$ cat config.mk
export PLATFORM = sky130hd
export DESIGN_NAME = usb_irq_ctrl
export DESIGN_NICKNAME = d
export VERILOG_FILES = /design/src/rtl/usb_irq_pkg.sv /design/src/rtl/usb_irq_status_bank.sv /design/src/rtl/usb_irq_enable_bank.sv /design/src/rtl/usb_irq_reg_port.sv /design/src/rtl/usb_irq_ctrl.sv
export SDC_FILE = /design/constraint.sdc
export NUM_CORES = 1
export LEC_CHECK = 0
export CORE_MARGIN = 2
export CORE_UTILIZATION = 30
export CTS_CLUSTER_SIZE = 20
export DETAILED_ROUTE_END_ITERATION = 12
export PLACE_DENSITY_LB_ADDON = 0.15
export REMOVE_ABC_BUFFERS = 1
export SYNTH_ARGS = -nofsm -noshare
export SYNTH_HDL_FRONTEND = slang
export SYNTH_SLANG_ARGS = --single-unit
$ cat constraint.sdc
create_clock -name clk -period 2.7 [get_ports clk]
set_input_delay 0.54 -clock clk [delete_from_list [all_inputs] [get_ports clk]]
set_output_delay 0.54 -clock clk [all_outputs]
set_load 0.02 [all_outputs]
$ cat src/rtl/usb_irq_pkg.sv
// Package: shared constants for the USB interrupt status and enable block.
// Assumes a 32-bit register word and eight event sources at fixed bit positions.
package usb_irq_pkg;

    localparam int DATA_W     = 32;
    localparam int ADDR_W     = 2;
    localparam int NUM_SRC    = 8;
    localparam int MASTER_BIT = 31;

    // Status and enable bit position used by each event source index
    localparam int unsigned SRC_BIT [NUM_SRC] = '{0, 1, 2, 3, 4, 5, 6, 30};

    typedef enum logic [ADDR_W-1:0] {
        SEL_STATUS = 2'd0,
        SEL_EN_SET = 2'd1,
        SEL_EN_CLR = 2'd2,
        SEL_RSVD   = 2'd3
    } reg_sel_e;

    // Builds the mask of bit positions that belong to event sources
    function automatic logic [DATA_W-1:0] build_src_mask();
        logic [DATA_W-1:0] m;
        m = '0;
        for (int i = 0; i < NUM_SRC; i++) begin
            m[SRC_BIT[i]] = 1'b1;
        end
        return m;
    endfunction

    localparam logic [DATA_W-1:0] SRC_MASK    = build_src_mask();
    localparam logic [DATA_W-1:0] MASTER_MASK = DATA_W'(1) << MASTER_BIT;
    localparam logic [DATA_W-1:0] EN_MASK     = SRC_MASK | MASTER_MASK;

endpackage

$ cat src/rtl/usb_irq_status_bank.sv
// Module: status register. Event pulses set bits and software clears them by writing ones.
// Assumes: event inputs are single-cycle pulses. An event beats a clear that arrives
// in the same cycle. Only source positions are stored, and all other bits stay zero.
module usb_irq_status_bank
    import usb_irq_pkg::*;
(
    input  logic              clk,
    input  logic              rst_n,
    input  logic [NUM_SRC-1:0] evt_pulse,
    input  logic              clr_we,
    input  logic [DATA_W-1:0] wdata,
    output logic [DATA_W-1:0] status_q
);

    logic [DATA_W-1:0] evt_vec;
    logic [DATA_W-1:0] clr_vec;
    logic [DATA_W-1:0] status_d;

    // Scatter the event pulses onto their register bit positions
    always_comb begin
        evt_vec = '0;
        for (int i = 0; i < NUM_SRC; i++) begin
            evt_vec[SRC_BIT[i]] = evt_pulse[i];
        end
    end

    // Apply the write-one clear first, then let events override it
    always_comb begin
        clr_vec  = clr_we ? wdata : '0;
        status_d = ((status_q & ~clr_vec) | evt_vec) & SRC_MASK;
    end

    // Status storage with synchronous reset
    always_ff @(posedge clk) begin
        if (!rst_n) status_q <= '0;
        else        status_q <= status_d;
    end

    // Per-source checks on set, clear and hold behaviour
    for (genvar i = 0; i < NUM_SRC; i++) begin : g_src_chk
        localparam int P = SRC_BIT[i];

        p_evt_sets_r2: assert property (@(posedge clk) disable iff (!rst_n)
            evt_pulse[i] |=> status_q[P]);

        p_w1c_clears_r3: assert property (@(posedge clk) disable iff (!rst_n)
            (clr_we && wdata[P] && !evt_pulse[i]) |=> !status_q[P]);

        p_hold_r3: assert property (@(posedge clk) disable iff (!rst_n)
            (!evt_pulse[i] && !(clr_we && wdata[P])) |=> $stable(status_q[P]));

        p_evt_beats_clr_r4: assert property (@(posedge clk) disable iff (!rst_n)
            (evt_pulse[i] && clr_we && wdata[P]) |=> status_q[P]);
    end

endmodule

$ cat src/rtl/usb_irq_enable_bank.sv
// Module: shared enable mask that software changes through a set address and a clear address.
// Assumes: set and clear never arrive together, because they share one write port.
// Only source bits and the master bit are stored.
module usb_irq_enable_bank
    import usb_irq_pkg::*;
(
    input  logic              clk,
    input  logic              rst_n,
    input  logic              set_we,
    input  logic              clr_we,
    input  logic [DATA_W-1:0] wdata,
    output logic [DATA_W-1:0] en_q
);

    logic [DATA_W-1:0] en_d;

    // Next mask: OR in the set bits, remove the clear bits, keep implemented bits only
    always_comb begin
        en_d = ((en_q | (set_we ? wdata : '0)) & ~(clr_we ? wdata : '0)) & EN_MASK;
    end

    // Mask storage with synchronous reset
    always_ff @(posedge clk) begin
        if (!rst_n) en_q <= '0;
        else        en_q <= en_d;
    end

    // Per-bit checks on the implemented enable positions
    for (genvar b = 0; b < DATA_W; b++) begin : g_en_chk
        if (EN_MASK[b]) begin : g_impl
            p_set_r5: assert property (@(posedge clk) disable iff (!rst_n)
                (set_we && wdata[b]) |=> en_q[b]);

            p_clr_r6: assert property (@(posedge clk) disable iff (!rst_n)
                (clr_we && wdata[b]) |=> !en_q[b]);

            p_keep_r5: assert property (@(posedge clk) disable iff (!rst_n)
                !((set_we || clr_we) && wdata[b]) |=> $stable(en_q[b]));
        end
    end

endmodule

$ cat src/rtl/usb_irq_reg_port.sv
// Module: register port. Decodes the write strobes and registers the read data.
// Assumes: a one-word select per access. A read returns data one edge after the strobe.
module usb_irq_reg_port
    import usb_irq_pkg::*;
(
    input  logic              clk,
    input  logic              rst_n,
    input  logic              wr_en,
    input  logic              rd_en,
    input  logic [ADDR_W-1:0] addr,
    input  logic [DATA_W-1:0] status_q,
    input  logic [DATA_W-1:0] en_q,
    output logic              status_clr_we,
    output logic              en_set_we,
    output logic              en_clr_we,
    output logic [DATA_W-1:0] rdata_q
);

    reg_sel_e          sel;
    logic [DATA_W-1:0] rd_mux;

    // Select decode for writes
    always_comb begin
        sel           = reg_sel_e'(addr);
        status_clr_we = wr_en && (sel == SEL_STATUS);
        en_set_we     = wr_en && (sel == SEL_EN_SET);
        en_clr_we     = wr_en && (sel == SEL_EN_CLR);
    end

    // Read mux: both enable addresses return the same mask
    always_comb begin
        unique case (sel)
            SEL_STATUS: rd_mux = status_q;
            SEL_EN_SET: rd_mux = en_q;
            SEL_EN_CLR: rd_mux = en_q;
            default:    rd_mux = '0;
        endcase
    end

    // Read data register: loads on a strobe and holds otherwise
    always_ff @(posedge clk) begin
        if (!rst_n)     rdata_q <= '0;
        else if (rd_en) rdata_q <= rd_mux;
    end

    p_rd_hold_r10: assert property (@(posedge clk) disable iff (!rst_n)
        !rd_en |=> $stable(rdata_q));

    p_rd_unused_zero_r9: assert property (@(posedge clk) disable iff (!rst_n)
        rd_en |=> ((rdata_q & ~EN_MASK) == '0));

    p_rsvd_reads_zero_r9: assert property (@(posedge clk) disable iff (!rst_n)
        (rd_en && addr == SEL_RSVD) |=> (rdata_q == '0));

endmodule

$ cat src/rtl/usb_irq_ctrl.sv
// Module: top of the USB host interrupt status and enable block.
// Combines the status bank, the enable bank and the register port, and forms the
// level interrupt from the stored registers with gates only.
// Assumes: a synchronous active-low reset and single-cycle event pulses.
module usb_irq_ctrl
    import usb_irq_pkg::*;
(
    input  logic               clk,
    input  logic               rst_n,
    input  logic               reg_wr_en,
    input  logic               reg_rd_en,
    input  logic [ADDR_W-1:0]  reg_addr,
    input  logic [DATA_W-1:0]  reg_wdata,
    output logic [DATA_W-1:0]  reg_rdata,
    input  logic [NUM_SRC-1:0] evt_pulse,
    output logic               irq_o
);

    logic [DATA_W-1:0] status_q;
    logic [DATA_W-1:0] en_q;
    logic              status_clr_we;
    logic              en_set_we;
    logic              en_clr_we;

    usb_irq_reg_port u_port (
        .clk           (clk),
        .rst_n         (rst_n),
        .wr_en         (reg_wr_en),
        .rd_en         (reg_rd_en),
        .addr          (reg_addr),
        .status_q      (status_q),
        .en_q          (en_q),
        .status_clr_we (status_clr_we),
        .en_set_we     (en_set_we),
        .en_clr_we     (en_clr_we),
        .rdata_q       (reg_rdata)
    );

    usb_irq_status_bank u_status (
        .clk       (clk),
        .rst_n     (rst_n),
        .evt_pulse (evt_pulse),
        .clr_we    (status_clr_we),
        .wdata     (reg_wdata),
        .status_q  (status_q)
    );

    usb_irq_enable_bank u_enable (
        .clk    (clk),
        .rst_n  (rst_n),
        .set_we (en_set_we),
        .clr_we (en_clr_we),
        .wdata  (reg_wdata),
        .en_q   (en_q)
    );

    // Interrupt level: master gate AND any enabled pending source
    always_comb begin
        irq_o = en_q[MASTER_BIT] && ((status_q & en_q & SRC_MASK) != '0);
    end

    p_master_gates_r8: assert property (@(posedge clk) disable iff (!rst_n)
        !en_q[MASTER_BIT] |-> !irq_o);

    p_no_pending_no_irq_r8: assert property (@(posedge clk) disable iff (!rst_n)
        (status_q == '0) |-> !irq_o);

    p_status_one_write_r9: assert property (@(posedge clk) disable iff (!rst_n)
        (reg_wr_en && reg_addr == SEL_RSVD && evt_pulse == '0) |=> $stable(status_q) && $stable(en_q));

endmodule

After elaboration in Yosys (flattened, before gate mapping)
Index checks and enable logic that the tools add are counted.
Storage, ports and cells
  output and inout port bits: 33
  bits of input ports: 46
  register bits: 72
  logic and storage cells: 24
Operators by class
  reduce and logical (&&, ||, !) cells: 7
  bitwise logic cells: 7
  multiplexer cells: 4
  equality and inequality tests: 2
Operators with widths (number)
  32-bit 2-to-1 mux: 2
  32-bit case mux with 2 select lines: 1
  31-bit bitwise AND: 2
  32-bit bitwise AND: 1
  32-bit inverter: 1
  32-bit bitwise OR: 1
  32-bit nonzero test: 1
  31-bit 2-to-1 mux: 1
  31-bit inverter: 1
  31-bit bitwise OR: 1
  1-bit logical AND: 4
  2-bit by 1-bit equality test with 1-bit output, second input constant: 1
  2-bit equality test, second input constant: 1
  2-bit zero test: 1
  2-bit OR reduction: 1

Depth between registers and ports, before layout
  depth in word-level cells: 6
  mapped depth: 7
  gate-level depth less buffers: 5

Hierarchy
From an unflattened synthesis, not the netlist that was laid out.
Second synthesis, totals
  cells, all modules: 239
  area total of the unflattened synthesis: 2645.0 µm²
By module, submodules not included
  usb_irq_reg_port: area each 1559.0 µm², cells an instance 121, instances 1, sequential area each 640.6 µm²
  usb_irq_enable_bank: area each 574.3 µm², cells an instance 54, instances 1, sequential area each 180.2 µm²
  usb_irq_status_bank: area each 469.2 µm², cells an instance 58, instances 1, sequential area each 160.2 µm²
  usb_irq_ctrl: area each 42.5 µm², cells an instance 6, instances 1, sequential area each 0.0 µm²

Worst setup path before layout
Ideal clock, no wire load.
  path type: input to register
  start: input port reg_addr[0]
  end: register u_port.rdata_q[2]
  arrival time: 1.400 ns
  required time: 2.585 ns
  setup slack: 1.185 ns
  cell stages on the path: 6
  setup time: 0.115 ns
  cell sequence: inv_1 -> ha_1 -> buf_2 -> a22oi_1 -> o22ai_1 -> and2_1
Between the ends
  longest elaborated chain between the ends: 3
  elaborated cells on any way between the ends: 5
  classes of those cells: 2 x eq/ne; 1 x mux; 2 x reduce/logical
RTL lines
  start: declaration: RTL line usb_irq_ctrl.sv:12  | input logic [ADDR_W-1:0] reg_addr,
  2-bit equality test / 2-bit by 1-bit equality test with 1-bit output (equally long branches): RTL line usb_irq_reg_port.sv:32  | unique case (sel)
  2-bit OR reduction (no source line)
  32-bit case mux with 2 select lines (*): RTL line usb_irq_reg_port.sv:32
  end signal: assignment: RTL line usb_irq_reg_port.sv:43  | else if (rd_en) rdata_q <= rd_mux;
  end: declaration: RTL line usb_irq_reg_port.sv:16  | output logic [DATA_W-1:0] rdata_q
Mark *: on every way between the ends. The rest lies on a longest branch, timed or not.
A chain may end at the register's enable or synchronous reset.

Final worst setup path
  start: register u_enable.en_q[1]
  end: output port irq_o
Between the ends
  longest elaborated chain between the ends: 3
RTL lines
  start: declaration: RTL line usb_irq_enable_bank.sv:12  | output logic [DATA_W-1:0] en_q
  start signal: assignment: RTL line usb_irq_enable_bank.sv:25  | else en_q <= en_d;
  31-bit bitwise AND: RTL line usb_irq_ctrl.sv:59  | irq_o = en_q[MASTER_BIT] && ((status_q & en_q & SRC_MASK) != '0);
  32-bit nonzero test: RTL line usb_irq_ctrl.sv:59
  1-bit logical AND: RTL line usb_irq_ctrl.sv:59
  end: declaration: RTL line usb_irq_ctrl.sv:16  | output logic irq_o
Every way passes these cells.

==> results.py <==
metrics = {
    "job": {
        "max_cap_violations": 0,
    },
    "route": {
        "first_iter_violations": 24,
        "drt-wirelength-per-cell_um": 12.8,
        "vias_per_cell": 4.60,
        "ant_nets": 0,
        "first_pass_iters": 4,
        "wl_um": 2960,
        "drc": 0,
        "num_vias": 1063,
    },
    "final_layout": {
        "n_fill_cell": 456,
        "drive_gt1_share_pct": 13.4,
        "syn2layout_area_growth_pct": 19.6,
        "num-nets-final": 230,
        "multi_input_area_um2": 676,
        "fin_area_um2": 1690,
        "regArea_um2": 520,
        "diodes": 0,
        "post-route-util_pct": 38.0,
    },
    "sta": {
        "setup_viol": 0,
        "holdWs_ps": 474,
        "rsz0062_at_grt": "false",
        "setup-tns-final_ps": 0,
        "finClkSkew_ps": 1.25,
        "maxSlewViolCount": 0,
        "post-route-period-util_pct": 82.5,
        "hold_viol_final": 0,
        "slew_headroom_pct": 57.7,
        "finalCriticalPeriod_ps": 2230,
        "max_freq_mhz": 449,
        "tightest_slew_ps": 634,
    },
    "die": {
        "die_area_um2": 5270,
        "chipWidth_um": 72.6,
        "ios": 79,
        "rows": 24,
        "start_util_pct": 31.8,
        "core-area_um2": 4440,
        "die_height_um": 72.6,
    },
    "power": {
        "ir_drop_mv": 0.163,
        "pwr-share-seq_pct": 50.8,
        "switchingPower_w": 0.000222,
        "p_int_w": 0.000589,
        "p_sw_share_pct": 27.3,
        "cellPowerDensity_nw_per_um2": 480,
        "p_comb_share_pct": 18.1,
        "p_clk_share_pct": 31.1,
        "leakagePower_nw": 0.604,
        "finalPower_w": 0.000811,
    },
    "outcome": {
        "status": "complete, no violations",
    },
    "clock_network": {
        "clock_sinks": 26,
        "cts_resized": 0,
        "cts_buffer_depth": 2,
        "hold_buffers": 0,
        "clkTransAtPathRegs_ps": 90,
        "tritoncts": "done",
        "root_buffer": "clkbuf_8",
        "htreeDepth": 1,
        "cts_made_buffers": 3,
        "postCtsSetupBuffers": 0,
        "clock_latency_ps": 260,
    },
    "global_route": {
        "overflow": 0,
        "grt_pass1_vias": 985,
        "antenna_found_initial": 0,
        "grtUsageTotal_pct": 11.6,
        "grt_max_degree": 19,
        "grt_pass1_wl_um": 4700,
    },
    "critical_path": {
        "critPathArrivalTime_ps": 1690,
        "reg2reg_depth": 3,
        "slowest_delay_ps": 650,
        "crit_chain": "a22oi_1, a41oi_1, clkdlybuf4s50_1",
        "critPathKind": "flip-flop to output pin",
        "slowest_stage": "clkdlybuf4s50_1",
        "crit_family": "buffers and inverters",
        "start_kind": "flip-flop",
        "required_ps": 2160,
        "reg2reg_from": "u_enable.en_q[30]",
        "r2r_end": "u_port.rdata_q[30]",
        "critPathBufInv": 1,
        "critPathMaxFanout": 3,
        "cp-end-kind": "output pin",
        "r2r_slack_ps": 1760,
    },
    "synthesis": {
        "synth_enable_flop_cells": 0,
        "seq_area_frac_synth_pct": 36.8,
        "async_flop_share_pct": 0,
        "synth_top_cell_by_area": "dfxtp_1",
        "syn_inst": 152,
        "synth.area.top_cells": "dfxtp_1 37%, buf_4 14%, a211oi_2 7.1%",
        "yosysWarnings": 0,
        "synth_commonest_cells": "26 x buf_4, 26 x dfxtp_1, 11 x inv_1, 10 x a22oi_1, 10 x and2_1",
        "synth_cell_types": 22,
        "syn_avg_cell_area_um2": 9.29,
        "synth_top_cell_area_share_pct": 36.8,
        "synth_seq_cells": 26,
        "ys.flop_type": "dfxtp_1",
        "netlist_area_um2": 1410,
    },
    "placed_design": {
        "dpl-instance-area_um2": 1630,
        "place.gp.congestion": 0.714,
        "hpwl_um": 2230,
        "io_buffers": 32,
    },
    "hold_path": {
        "min_to": "u_port.rdata_q[31]",
        "min_delay_path_depth": 2,
        "hp-start": "u_port.rdata_q[31]",
        "hold_path.class": "flip-flop to flip-flop",
    },
}
-- layer usage --
metal | GRT usage (%) | vias up | routed length (um)
li1 | - | 535 | -
met1 | 14.7 | 482 | 1360
met2 | 20.0 | 44 | 1410
met3 | 1.66 | 2 | 166
met4 | 4.32 | 0 | 30
met5 | 0 | - | 0
-- area by class of cell --
cell class / instances / share of cell area [%]
sequential: 26 / 30.8
clock buffer: 4 / 3.26
inverter: 12 / 2.67
timing repair buffer: 33 / 19.4
multi-input combinational: 104 / 40.0
tap: 52 / 3.85
-- layout by cell type (no fill, tap or decap) --
| master | n |
|---|---|
| buf_4 | 1 |
| inv_2 | 1 |
| a211oi_2 | 8 |
| and2_1 | 10 |
| nor2_1 | 8 |
| nand3_1 | 9 |
| a41oi_1 | 1 |
| clkdlybuf4s50_1 | 32 |
| a21oi_2 | 8 |
| clkbuf_8 | 4 |
| a22oi_1 | 10 |
| ha_1 | 4 |
| a31oi_1 | 1 |
| a21oi_1 | 9 |
| a311oi_1 | 1 |
| nand2b_1 | 2 |
| conb_1 | 23 |
| inv_1 | 11 |
| a22oi_2 | 2 |
| dfxtp_1 | 26 |
| o22ai_1 | 8 |
-- power groups by stage --
stage          Combinational [W]  Clock, W  Sequential (W)
2_1_floorplan          0.0000787         0        0.000422
3_5_place_dp            0.000147         0        0.000421
4_1_cts                 0.000148  0.000261        0.000412
5_1_grt                 0.000161  0.000276        0.000415
3_3_place_gp            0.000145         0        0.000421
6_report                0.000147  0.000252        0.000412
-- worst max path at each step --
stage	start	to	slack (ps)	cells past startpoint
6_report	u_enable.en_q[1]	irq_o	470	3
5_1_grt	u_enable.en_q[1]	irq_o	370	3
4_1_cts	u_enable.en_q[1]	irq_o	470	3
3_5_place_dp	reg_wr_en	u_enable.en_q[0]	420	4
3_3_place_gp	reg_wr_en	u_enable.en_q[0]	450	4
2_1_floorplan	reg_addr[0]	u_port.rdata_q[2]	1200	5
-- worst reg2reg max path: stages (launching register included) --
cell and delay [ps]:
dfxtp_1 340, a22oi_1 250, o22ai_1 90, and2_1 160
-- per-stage QoR --
step                setup WS, ps  instances
floorplan                   1200        142
global placement             453        227
detailed placement           420        227
CTS                          470        231
global route                 367        231
finish                       472        231
-- kinds of logic (layout without fill, tap and decap cells) --
kind of cell	after synthesis	count (layout)	share of synthesized area [%]
compound gates	48	48	27.5
fa+ha+maj	4	4	3.54
buf+inv	44	49	21.2
flops	26	26	36.8
other cells	1	23	0.265
simple gates	29	29	10.6
-- flip-flops by register name, summed over array words and instances, names as in the netlist --
signal / flops
u_enable.en_q: 9
u_status.status_q: 8
u_port.rdata_q: 9
Power figures use the tool's default switching activity.
